**src/rtl/dirhome_pkg.sv**
```systemverilog
package dirhome_pkg;

  typedef enum logic [1:0] {
    LS_INV = 2'd0,
    LS_SHR = 2'd1,
    LS_MOD = 2'd2
  } line_st_e;

  typedef enum logic [1:0] {
    MK_FILL_SHR = 2'd0,
    MK_FILL_EXC = 2'd1,
    MK_INVAL    = 2'd2,
    MK_RECALL   = 2'd3
  } msg_kind_e;

  typedef enum logic [2:0] {
    HS_IDLE = 3'd0,
    HS_ACT  = 3'd1,
    HS_SEND = 3'd2,
    HS_WAIT = 3'd3,
    HS_FILL = 3'd4
  } home_st_e;

endpackage

```
**src/rtl/dir_table.sv**
```systemverilog
module dir_table
  import dirhome_pkg::*;
#(
  parameter int NODES = 4,
  parameter int LINES = 8,
  localparam int NID_W  = $clog2(NODES),
  localparam int LINE_W = $clog2(LINES)
) (
  input  logic              clk,
  input  logic              rst_n,
  input  logic [LINE_W-1:0] rd_line,
  output line_st_e          rd_state,
  output logic [NODES-1:0]  rd_sharers,
  output logic              rd_own_vld,
  output logic [NID_W-1:0]  rd_owner,
  input  logic              wr_en,
  input  logic [LINE_W-1:0] wr_line,
  input  line_st_e          wr_state,
  input  logic [NODES-1:0]  wr_sharers,
  input  logic              wr_own_vld,
  input  logic [NID_W-1:0]  wr_owner
);

  line_st_e         st_q  [LINES];
  logic [NODES-1:0] sh_q  [LINES];
  logic             ov_q  [LINES];
  logic [NID_W-1:0] own_q [LINES];

  always_ff @(posedge clk) begin
    for (int i = 0; i < LINES; i++) begin
      if (!rst_n) begin
        st_q[i]  <= LS_INV;
        sh_q[i]  <= '0;
        ov_q[i]  <= 1'b0;
        own_q[i] <= '0;
      end else if (wr_en && (wr_line == LINE_W'(i))) begin
        st_q[i]  <= wr_state;
        sh_q[i]  <= wr_sharers;
        ov_q[i]  <= wr_own_vld;
        own_q[i] <= wr_owner;
      end
    end
  end

  assign rd_state   = st_q[rd_line];
  assign rd_sharers = sh_q[rd_line];
  assign rd_own_vld = ov_q[rd_line];
  assign rd_owner   = own_q[rd_line];

  for (genvar g = 0; g < LINES; g++) begin : g_entry_chk
    // a Modified entry names exactly one owner and no clean sharers
    a_r5_mod_single_owner : assert property (@(posedge clk) disable iff (!rst_n)
      (st_q[g] == LS_MOD) |-> (ov_q[g] && (sh_q[g] == '0)));
    // a Shared entry has at least one sharer and no owner
    a_r2_shared_has_holder : assert property (@(posedge clk) disable iff (!rst_n)
      (st_q[g] == LS_SHR) |-> (!ov_q[g] && (sh_q[g] != '0)));
  end

endmodule

```
**src/rtl/node_pick.sv**
```systemverilog
module node_pick #(
  parameter int NODES = 4,
  localparam int NID_W = $clog2(NODES)
) (
  input  logic [NODES-1:0] vec,
  output logic [NID_W-1:0] idx
);

  // lowest set bit wins
  always_comb begin
    idx = '0;
    for (int i = NODES - 1; i >= 0; i--) begin
      if (vec[i]) idx = NID_W'(i);
    end
  end

endmodule

```
**src/rtl/ack_track.sv**
```systemverilog
module ack_track #(
  parameter int NODES = 4,
  localparam int NID_W = $clog2(NODES),
  localparam int CNT_W = $clog2(NODES + 1)
) (
  input  logic              clk,
  input  logic              rst_n,
  input  logic              load,
  input  logic [NODES-1:0]  load_mask,
  input  logic              issue,
  input  logic [NID_W-1:0]  issue_idx,
  input  logic              ack_valid,
  input  logic [NID_W-1:0]  ack_node,
  output logic [NODES-1:0]  todo,
  output logic [CNT_W-1:0]  pend_cnt,
  output logic              ack_hit
);

  logic [NODES-1:0] todo_q, wait_q;

  function automatic logic [CNT_W-1:0] count_ones(input logic [NODES-1:0] v);
    logic [CNT_W-1:0] c;
    c = '0;
    for (int i = 0; i < NODES; i++) c = c + CNT_W'(v[i]);
    return c;
  endfunction

  assign ack_hit  = ack_valid && wait_q[ack_node];
  assign todo     = todo_q;
  assign pend_cnt = count_ones(todo_q | wait_q);

  always_ff @(posedge clk) begin
    if (!rst_n) begin
      todo_q <= '0;
      wait_q <= '0;
    end else if (load) begin
      todo_q <= load_mask;
      wait_q <= '0;
    end else begin
      if (issue) begin
        todo_q[issue_idx] <= 1'b0;
        wait_q[issue_idx] <= 1'b1;
      end
      if (ack_hit) wait_q[ack_node] <= 1'b0;
    end
  end

  // a node is never snooped again while its acknowledgement is awaited
  a_r3_no_double_issue : assert property (@(posedge clk) disable iff (!rst_n)
    issue |-> (todo_q[issue_idx] && !wait_q[issue_idx]));

endmodule

```
**src/rtl/home_dir_ctrl.sv**
```systemverilog
module home_dir_ctrl
  import dirhome_pkg::*;
#(
  parameter int NODES  = 4,
  parameter int LINES  = 8,
  parameter int DATA_W = 32,
  localparam int NID_W  = $clog2(NODES),
  localparam int LINE_W = $clog2(LINES),
  localparam int CNT_W  = $clog2(NODES + 1)
) (
  input  logic              clk,
  input  logic              rst_n,
  input  logic              req_valid,
  output logic              req_ready,
  input  logic [NID_W-1:0]  req_node,
  input  logic [LINE_W-1:0] req_line,
  input  logic              req_excl,
  output logic              msg_valid,
  output logic [NID_W-1:0]  msg_node,
  output logic [1:0]        msg_kind,
  output logic [LINE_W-1:0] msg_line,
  output logic [DATA_W-1:0] msg_data,
  input  logic              ack_valid,
  input  logic [NID_W-1:0]  ack_node,
  input  logic              ack_dirty,
  input  logic [DATA_W-1:0] ack_data,
  output logic [LINE_W-1:0] mem_line,
  input  logic [DATA_W-1:0] mem_rdata,
  output logic              mem_we,
  output logic [DATA_W-1:0] mem_wdata
);

  function automatic logic [NODES-1:0] node_bit(input logic [NID_W-1:0] n);
    logic [NODES-1:0] b;
    b = '0;
    b[n] = 1'b1;
    return b;
  endfunction

  home_st_e          st_q, st_d;
  logic [NID_W-1:0]  cur_node_q;
  logic [LINE_W-1:0] cur_line_q;
  logic              cur_excl_q;
  msg_kind_e         snoop_kind_q, snoop_kind_d;
  logic [NODES-1:0]  keep_q;

  line_st_e          rd_state;
  logic [NODES-1:0]  rd_sharers;
  logic              rd_own_vld;
  logic [NID_W-1:0]  rd_owner;

  logic [NODES-1:0]  holders, tgt_mask, todo;
  logic [NID_W-1:0]  pick_idx;
  logic [CNT_W-1:0]  pend_cnt;
  logic              ack_hit;

  // named events
  logic req_fire, snoop_fire, fill_fire, act_cycle, last_snoop;

  assign req_ready  = (st_q == HS_IDLE);
  assign req_fire   = req_valid && req_ready;
  assign act_cycle  = (st_q == HS_ACT);
  assign snoop_fire = (st_q == HS_SEND);
  assign fill_fire  = (st_q == HS_FILL);
  assign last_snoop = ((todo & ~node_bit(pick_idx)) == '0);

  dir_table #(.NODES(NODES), .LINES(LINES)) table_i (
    .clk        (clk),
    .rst_n      (rst_n),
    .rd_line    (cur_line_q),
    .rd_state   (rd_state),
    .rd_sharers (rd_sharers),
    .rd_own_vld (rd_own_vld),
    .rd_owner   (rd_owner),
    .wr_en      (fill_fire),
    .wr_line    (cur_line_q),
    .wr_state   (cur_excl_q ? LS_MOD : LS_SHR),
    .wr_sharers (cur_excl_q ? '0 : (keep_q | node_bit(cur_node_q))),
    .wr_own_vld (cur_excl_q),
    .wr_owner   (cur_node_q)
  );

  // holders of the line and the nodes that must be snooped
  always_comb begin
    holders      = rd_own_vld ? node_bit(rd_owner) : rd_sharers;
    tgt_mask     = '0;
    snoop_kind_d = MK_RECALL;
    if (cur_excl_q) begin
      tgt_mask     = holders & ~node_bit(cur_node_q);
      snoop_kind_d = MK_INVAL;
    end else if ((rd_state == LS_MOD) && (rd_owner != cur_node_q)) begin
      tgt_mask     = holders;
      snoop_kind_d = MK_RECALL;
    end
  end

  node_pick #(.NODES(NODES)) pick_i (
    .vec (todo),
    .idx (pick_idx)
  );

  ack_track #(.NODES(NODES)) track_i (
    .clk       (clk),
    .rst_n     (rst_n),
    .load      (act_cycle),
    .load_mask (tgt_mask),
    .issue     (snoop_fire),
    .issue_idx (pick_idx),
    .ack_valid (ack_valid),
    .ack_node  (ack_node),
    .todo      (todo),
    .pend_cnt  (pend_cnt),
    .ack_hit   (ack_hit)
  );

  always_comb begin
    st_d = st_q;
    case (st_q)
      HS_IDLE: if (req_fire) st_d = HS_ACT;
      HS_ACT:  st_d = (tgt_mask != '0) ? HS_SEND : HS_FILL;
      HS_SEND: if (last_snoop) st_d = HS_WAIT;
      HS_WAIT: if (pend_cnt == '0) st_d = HS_FILL;
      HS_FILL: st_d = HS_IDLE;
      default: st_d = HS_IDLE;
    endcase
  end

  always_ff @(posedge clk) begin
    if (!rst_n) begin
      st_q         <= HS_IDLE;
      cur_node_q   <= '0;
      cur_line_q   <= '0;
      cur_excl_q   <= 1'b0;
      snoop_kind_q <= MK_RECALL;
      keep_q       <= '0;
    end else begin
      st_q <= st_d;
      if (req_fire) begin
        cur_node_q <= req_node;
        cur_line_q <= req_line;
        cur_excl_q <= req_excl;
      end
      if (act_cycle) begin
        snoop_kind_q <= snoop_kind_d;
        keep_q       <= holders;
      end
    end
  end

  assign msg_valid = snoop_fire || fill_fire;
  assign msg_node  = snoop_fire ? pick_idx : cur_node_q;
  assign msg_kind  = snoop_fire ? snoop_kind_q : (cur_excl_q ? MK_FILL_EXC : MK_FILL_SHR);
  assign msg_line  = cur_line_q;
  assign msg_data  = fill_fire ? mem_rdata : '0;

  assign mem_line  = cur_line_q;
  assign mem_we    = ack_hit && ack_dirty;
  assign mem_wdata = ack_data;

  // controller returns to accepting right after the fill
  a_r9_ready_after_fill : assert property (@(posedge clk) disable iff (!rst_n)
    fill_fire |=> req_ready);
  // no fill while an invalidate or recall is outstanding
  a_r4_fill_no_pending : assert property (@(posedge clk) disable iff (!rst_n)
    fill_fire |-> (pend_cnt == '0));
  // snoops never target the requester
  a_r3_snoop_not_requester : assert property (@(posedge clk) disable iff (!rst_n)
    snoop_fire |-> (msg_node != cur_node_q));
  // memory is written only while acknowledgements are being collected
  a_r6_wb_only_waiting : assert property (@(posedge clk) disable iff (!rst_n)
    mem_we |-> ((st_q == HS_SEND) || (st_q == HS_WAIT)));
  // the lookup cycle after acceptance sends nothing
  a_r10_lookup_silent : assert property (@(posedge clk) disable iff (!rst_n)
    req_fire |=> !msg_valid);
  // nothing to snoop leads straight to the fill
  a_r8_grant_direct : assert property (@(posedge clk) disable iff (!rst_n)
    (act_cycle && (tgt_mask == '0)) |=> fill_fire);

endmodule

```
**config.mk**
```make
export PLATFORM = sky130hd
export DESIGN_NAME = home_dir_ctrl
export DESIGN_NICKNAME = d
export VERILOG_FILES = /design/src/rtl/dirhome_pkg.sv /design/src/rtl/dir_table.sv /design/src/rtl/node_pick.sv /design/src/rtl/ack_track.sv /design/src/rtl/home_dir_ctrl.sv
export SDC_FILE = /design/constraint.sdc
export NUM_CORES = 1
export LEC_CHECK = 0
export BUFFER_PORTS_ARGS = -buffer_cell sky130_fd_sc_hd__buf_2
export CAP_MARGIN = 20
export CORE_MARGIN = 4
export CORE_UTILIZATION = 45
export DETAILED_ROUTE_END_ITERATION = 8
export PLACE_DENSITY = 0.71
export SLEW_MARGIN = 20
export SYNTH_ARGS = -nofsm -noshare
export SYNTH_HDL_FRONTEND = slang
export SYNTH_SLANG_ARGS = --single-unit
```
**constraint.sdc**
```tcl
create_clock -name clk -period 3.5 [get_ports clk]
set_clock_uncertainty 0.15 [all_clocks]
set_input_delay 1.05 -clock clk [delete_from_list [all_inputs] [get_ports clk]]
set_output_delay 1.05 -clock clk [all_outputs]
set_load 0.03 [all_outputs]
```
=== After elaboration in Yosys (flattened, before gate mapping) ===
Memory sizes are Yosys's and may differ from the RTL's. A register that Yosys moved wholly into a read port is not among the register bits.
Index checks and enable logic that the tools add are counted.

* Bitwise gates (word level): 42
* Equal/unequal tests: 16
* Reduce and logical (&&, ||, !) cells: 25
* Muxes and demuxes: 100
* Magnitude comparators: 8
* Add/sub/neg operators: 3

{| class="wikitable"
|+ Operators by type and width
! kind !! count
|-
| 2-to-1 mux 4 bit || 18
|-
| 2-to-1 mux 2 bit || 23
|-
| 2-to-1 mux 1 bit || 40
|-
| 2-to-1 mux 3 bit || 12
|-
| 2-to-1 mux 32 bit || 1
|-
| OR 1 bit || 32
|-
| logical AND 1 bit || 16
|-
| == test 3 bit (second input constant) || 5
|-
| AND 4 bit || 3
|-
| == test 3 x 2 -> 1 bit (second input constant) || 4
|-
| less-than comparator 2 x 3 -> 1 bit (second input constant) || 4
|-
| inverter 4 bit || 3
|-
| OR 4 bit || 3
|-
| one-hot mux 3 bit (4 select lines) || 1
|-
| zero test 3 bit || 3
|-
| demux 1 bit (select 2 bit) || 4
|-
| greater-or-equal comparator 2 x 1 -> 1 bit (second input constant) || 4
|-
| adder 3 x 1 -> 3 bit || 2
|-
| == test 3 x 1 -> 1 bit (second input constant) || 2
|-
| zero test 4 bit || 1
|-
| != test 2 x 1 -> 1 bit (second input constant) || 2
|-
| nonzero test 4 bit || 1
|-
| AND reduction 3 bit || 1
|-
| adder 1 x 1 -> 2 bit || 1
|-
| 8 further kinds || 8
|}

* Memories: 4
* Register bits after elaboration: 23
* Output and inout bits: 77
* Logic and storage cells: 206
* Input bits: 77
* Bits in writable memories: 72

{| class="wikitable"
|+ Memory list
! memory !! depth !! width !! read ports !! clocked after memory_dff !! write ports !! line !! text
|-
| table_i.sh_q || 8 || 4 || 1 || 1 || 8 || dir_table.sv:25 || <nowiki>logic [NODES-1:0] sh_q [LINES];</nowiki>
|-
| table_i.own_q || 8 || 2 || 1 || 1 || 8 || dir_table.sv:27 || <nowiki>logic [NID_W-1:0] own_q [LINES];</nowiki>
|-
| table_i.st_q || 8 || 2 || 1 || 1 || 8 || dir_table.sv:24 || <nowiki>line_st_e st_q [LINES];</nowiki>
|-
| table_i.ov_q || 8 || 1 || 1 || 1 || 8 || dir_table.sv:26 || <nowiki>logic ov_q [LINES];</nowiki>
|}

=== Logic depth before layout (Yosys ltp) ===
* Depth after elaboration: 14
* Mapped depth: 13
* Mapped depth without buffers: 12

=== Hierarchy ===
From an unflattened synthesis, not the netlist that was laid out.

* Cells, all modules: 440
* Area total of the unflattened synthesis: 5223.8 µm²

{| class="wikitable"
|+ By module, submodules not included
! module !! times used !! cells an instance !! area each (µm²) !! sequential area each (µm²)
|-
| dir_table || 1 || 204 || 3368.2 || 2152.1
|-
| home_dir_ctrl || 1 || 187 || 1382.6 || 280.3
|-
| ack_track || 1 || 44 || 445.4 || 160.2
|-
| node_pick || 1 || 5 || 27.5 || 0.0
|}

=== Worst setup path after synthesis ===
Ideal clock, no wire load.

* Path kind: register to output
* Start: reg st_q[1]
* End: out msg_node[1]
* Stages on the path, launching flop included: 6
* Path slack: 0.476 ns
* Path buffers: 1
* Required time: 2.300 ns
* Arrival: 1.824 ns
* Cells stage by stage: dfxtp_1 > inv_1 > or3_1 > clkbuf_1 > or4_1 > o21ai_0

* Longest elaborated chain between the ends: 2

{| class="wikitable"
|+ Ends and longest elaborated chain
! item !! line !! text
|-
| start, declared || home_dir_ctrl.sv:40 || <nowiki>home_st_e st_q, st_d;</nowiki>
|-
| start signal, assigned || home_dir_ctrl.sv:137 || <nowiki>st_q <= st_d;</nowiki>
|-
| == test 3 x 2 -> 1 bit || home_dir_ctrl.sv:63 || <nowiki>assign snoop_fire = (st_q == HS_SEND);</nowiki>
|-
| 2-to-1 mux 2 bit || home_dir_ctrl.sv:151 || <nowiki>assign msg_node = snoop_fire ? pick_idx : cur_node_q;</nowiki>
|-
| end, declared || home_dir_ctrl.sv:19 || <nowiki>output logic [NID_W-1:0] msg_node,</nowiki>
|}

No other way between the ends.

=== Worst setup path after layout ===
Same ends and word-level chain as after synthesis.

==> results.toml <==
[drt]
drt-wirelength-per-cell_um = 18.8
ant_nets = 0
routed_wl_um = 12300
vias_per_cell = 5.65
dr.pass1.iters = 4
drtIter0Drc = 201
drc = 0
num_vias = 3712

[power_and_ir_drop]
power_frac_comb_pct = 14.9
p_int_mw = 2.07
power.switching_mw = 0.725
vdd_drop_max_uv = 346
cellLeakagePower_nw = 2.31
p_seq_share_pct = 47.5
power.density_nw_per_um2 = 484
switching_share_pct = 26.0
pwr-share-clk_pct = 37.6

[setup_path]
end_kind = "primary output"
slowest_delay_ns = 0.47
start_kind = "register"
critPathBufInv = 2
worstSetupPathType = "register to primary output"
crit_family = "simple AND/OR/NAND/NOR gates"
critical_path.cell_chain = "inv_1 -> or3_4 -> or4_1 -> o21ai_0 -> buf_2"
critPathMaxFanout = 11
critPathSlowestCell = "or4_1"
worstPathRequired_ns = 2.30
worst-endpoint-arrival_ns = 2.13

[floorplan]
fp-row-count = 38
initial_utilization_pct = 46.7
coreArea_um2 = 11000
die_area_um2 = 13200
dieWidth_um = 115
dieHeight_um = 115
io_pins = 154

[synth]
synthArstFlopShare_pct = 0
syn_area_um2 = 5130
synth_seq_cells = 97
syn-num-nets = 543
synth_edf_count = 71
synth_top_flop_cell = "edfxtp_1"
ys_seq_area_share_pct = 51.7
yosysWarnings = 0
avgSynthCellArea_um2 = 11.1
syn_inst = 463
yosys.cell_types.count = 50

[sta]
finalSetupViolCount = 0
post-route-min-period_ns = 3.33
fin_crit_sh_pct = 95.0
worst_slack_ns = 0.173
worst_pin_slew_ns = 0.655
rsz0062_at_grt = "false"
clock.fmax_ghz = 0.301
slew_viol_final = 0
setup_tns_ns = 0
report.final.hold_viol_count = 0
slew_headroom_pct = 56.2

[hold_path]
hold_path.class = "register to register"

[cts]
post-cts-setup-buffers = 0
clkLatencyLatePin_ns = 0.34
clk_pin_slew_ns = 0.07
clockBufferDepth = 2
root_buffer = "clkbuf_16"
htree_levels = 3
clock-sinks = 97
cts_tree = "done"
cts_made_buffers = 9

[global_route]
overflow = 0
grt_max_degree = 38
grt_pass1_wl_um = 19600
grt_usage_pct = 19.4
antenna_found_initial = 0
grt_pass1_vias = 3737

[cells_and_area]
fin_nets = 592
fillers = 967
diodes = 0
multi_input_area_um2 = 1970
drive_gt1_share_pct = 28.0
seq_area_um2 = 2650
synthToLayoutAreaGrowth_pct = 12.5

[place]
place_hpwl_um = 9060
numPortBuffers = 89
place_congestion = 0.838
pre_cts_slack_ns = 0.283

[run_status]
status = "finished clean"

[flow_run]
drv_cap = 0
[layer usage]
layer / global-route usage (%) / share of wire, % / vias to the layer above
li1: - / - / 1733
met1: 24.5 / 41 / 1806
met2: 33.1 / 50 / 129
met3: 3.42 / 6.2 / 44
met4: 7.75 / 2.8 / 0
met5: 0 / 0 / -
[per-stage QoR]
step | instance area, um2 | instances | util (%) | hold slack (ns) | power (mW)
2_1_floorplan | 5130 | 463 | - | 0.284 | 1.71
3_3_place_gp | 5450 | 641 | 49.6 | 0.296 | 1.75
3_5_place_dp | 5450 | 641 | 49.6 | 0.305 | 1.77
4_1_cts | 5770 | 657 | 52.5 | 0.316 | 2.81
5_1_grt | 5770 | 657 | 52.5 | 0.342 | 2.90
6_report | 5770 | 657 | 52.5 | 0.312 | 2.79
[what timing repair did]
item,in CTS,in global routing
hold buffers,0,0
setup endpoints to repair,0,1
gates resized for setup,0,1
[worst register-to-register path: stages, from the launching register on]
cell	delay (ns)
dfxtp_1	0.39
or2_2	0.32
ha_1	0.29
inv_1	0.05
fa_1	0.39
inv_1	0.07
ha_1	0.22
nor2_1	0.10
nand2_1	0.08
nand3_1	0.12
o31ai_1	0.14
o41ai_1	0.32
and2_1	0.16
[state kept, by name (all words and copies together), names as in the netlist, 3 cells and up, named ones only]
| signal | cells |
|---|---|
| track_i.todo | 4 |
| table_i.st_q | 16 |
| st_q | 3 |
| mem_line | 3 |
| table_i.own_q | 16 |
| keep_q | 4 |
| table_i.sh_q | 32 |
| track_i.wait_q | 4 |
| table_i.ov_q | 8 |
[logic make-up after synthesis]
kind of cell,synth area share (%)
adders and majority gates,0.878
and+or+nand+nor,18.6
DFF,51.7
AOI/OAI and AO/OA,8.15
buffers and inverters,9.86
xor gates and xnor gates,0.342
muxes,10.4
[power by group through the flow]
stage	sequential, mW	clock (mW)	combinational [mW]
after detailed placement	1.35	0	0.417
after global placement	1.35	0	0.408
final	1.33	1.05	0.415
after CTS	1.32	1.06	0.418
after floorplan	1.33	0	0.383
after global routing	1.33	1.12	0.452
[synthesized netlist by cell type (3+ instances only)]
cell / instances / area [um2]
buf_4: 38 / 285
mux2i_1: 11 / 110
nand2b_1: 7 / 43.8
buf_6: 4 / 45.0
nand2_1: 10 / 37.5
mux4_1: 5 / 131
nand3_1: 4 / 20.0
inv_1: 20 / 75.1
a21oi_1: 17 / 85.1
o211ai_1: 3 / 22.5
and2_1: 36 / 225
dfxtp_1: 26 / 521
a21boi_0: 4 / 30.0
nor3_1: 34 / 170
o31ai_1: 3 / 22.5
mux4_2: 11 / 248
clkbuf_1: 22 / 82.6
nor2b_1: 10 / 62.6
nor4_1: 6 / 37.5
edfxtp_1: 71 / 2130
or3_1: 10 / 62.6
a32oi_1: 4 / 35.0
nor2_1: 54 / 203
o21ai_0: 16 / 80.1
[cell usage in the layout, fill, tap and decap left out, drive strengths merged, types with 2 or more instances in the layout]
cell type / n
inv: 20
nor2: 54
ha: 2
nand3: 4
and2: 36
o21ai: 16
clkinv: 5
or2: 2
mux2i: 12
a32o: 3
mux2: 2
nand2b: 7
nor3: 34
mux4: 16
o22ai: 2
buf: 106
xnor2: 2
a32oi: 4
nor4: 6
nor3b: 4
clkbuf: 9
o31ai: 3
a211oi: 2
nor2b: 10
a21boi: 4
nand2: 10
o211ai: 3
dfxtp: 26
bufinv: 2
or3: 10
a21oi: 19
edfxtp: 71
[worst paths after layout]
kind	from	endpoint	slack, ns	depth (start not counted)
hold / removal	table_i.ov_q[4]$_DFF_P_	table_i.ov_q[4]$_DFF_P_	0.31	2
hold reg to reg	table_i.ov_q[4]$_DFF_P_	table_i.ov_q[4]$_DFF_P_	0.31	2
setup reg to reg	track_i.todo[0]$_SDFFE_PN0P_	st_q[0]$_SDFFE_PN0P_	0.65	12
setup / recovery	st_q[1]$_SDFFE_PN0P_	msg_node[1]	0.17	5
[area by class of cell]
cell class | count | area share (%)
flip-flops and latches | 97 | 46.0
repair buffers | 106 | 9.93
well taps | 140 | 3.04
clock buffers | 9 | 3.90
clock inverters | 7 | 1.65
multi-input cells | 278 | 34.2
inverters | 20 | 1.30
No activity file was read; power rests on OpenSTA's default activity.
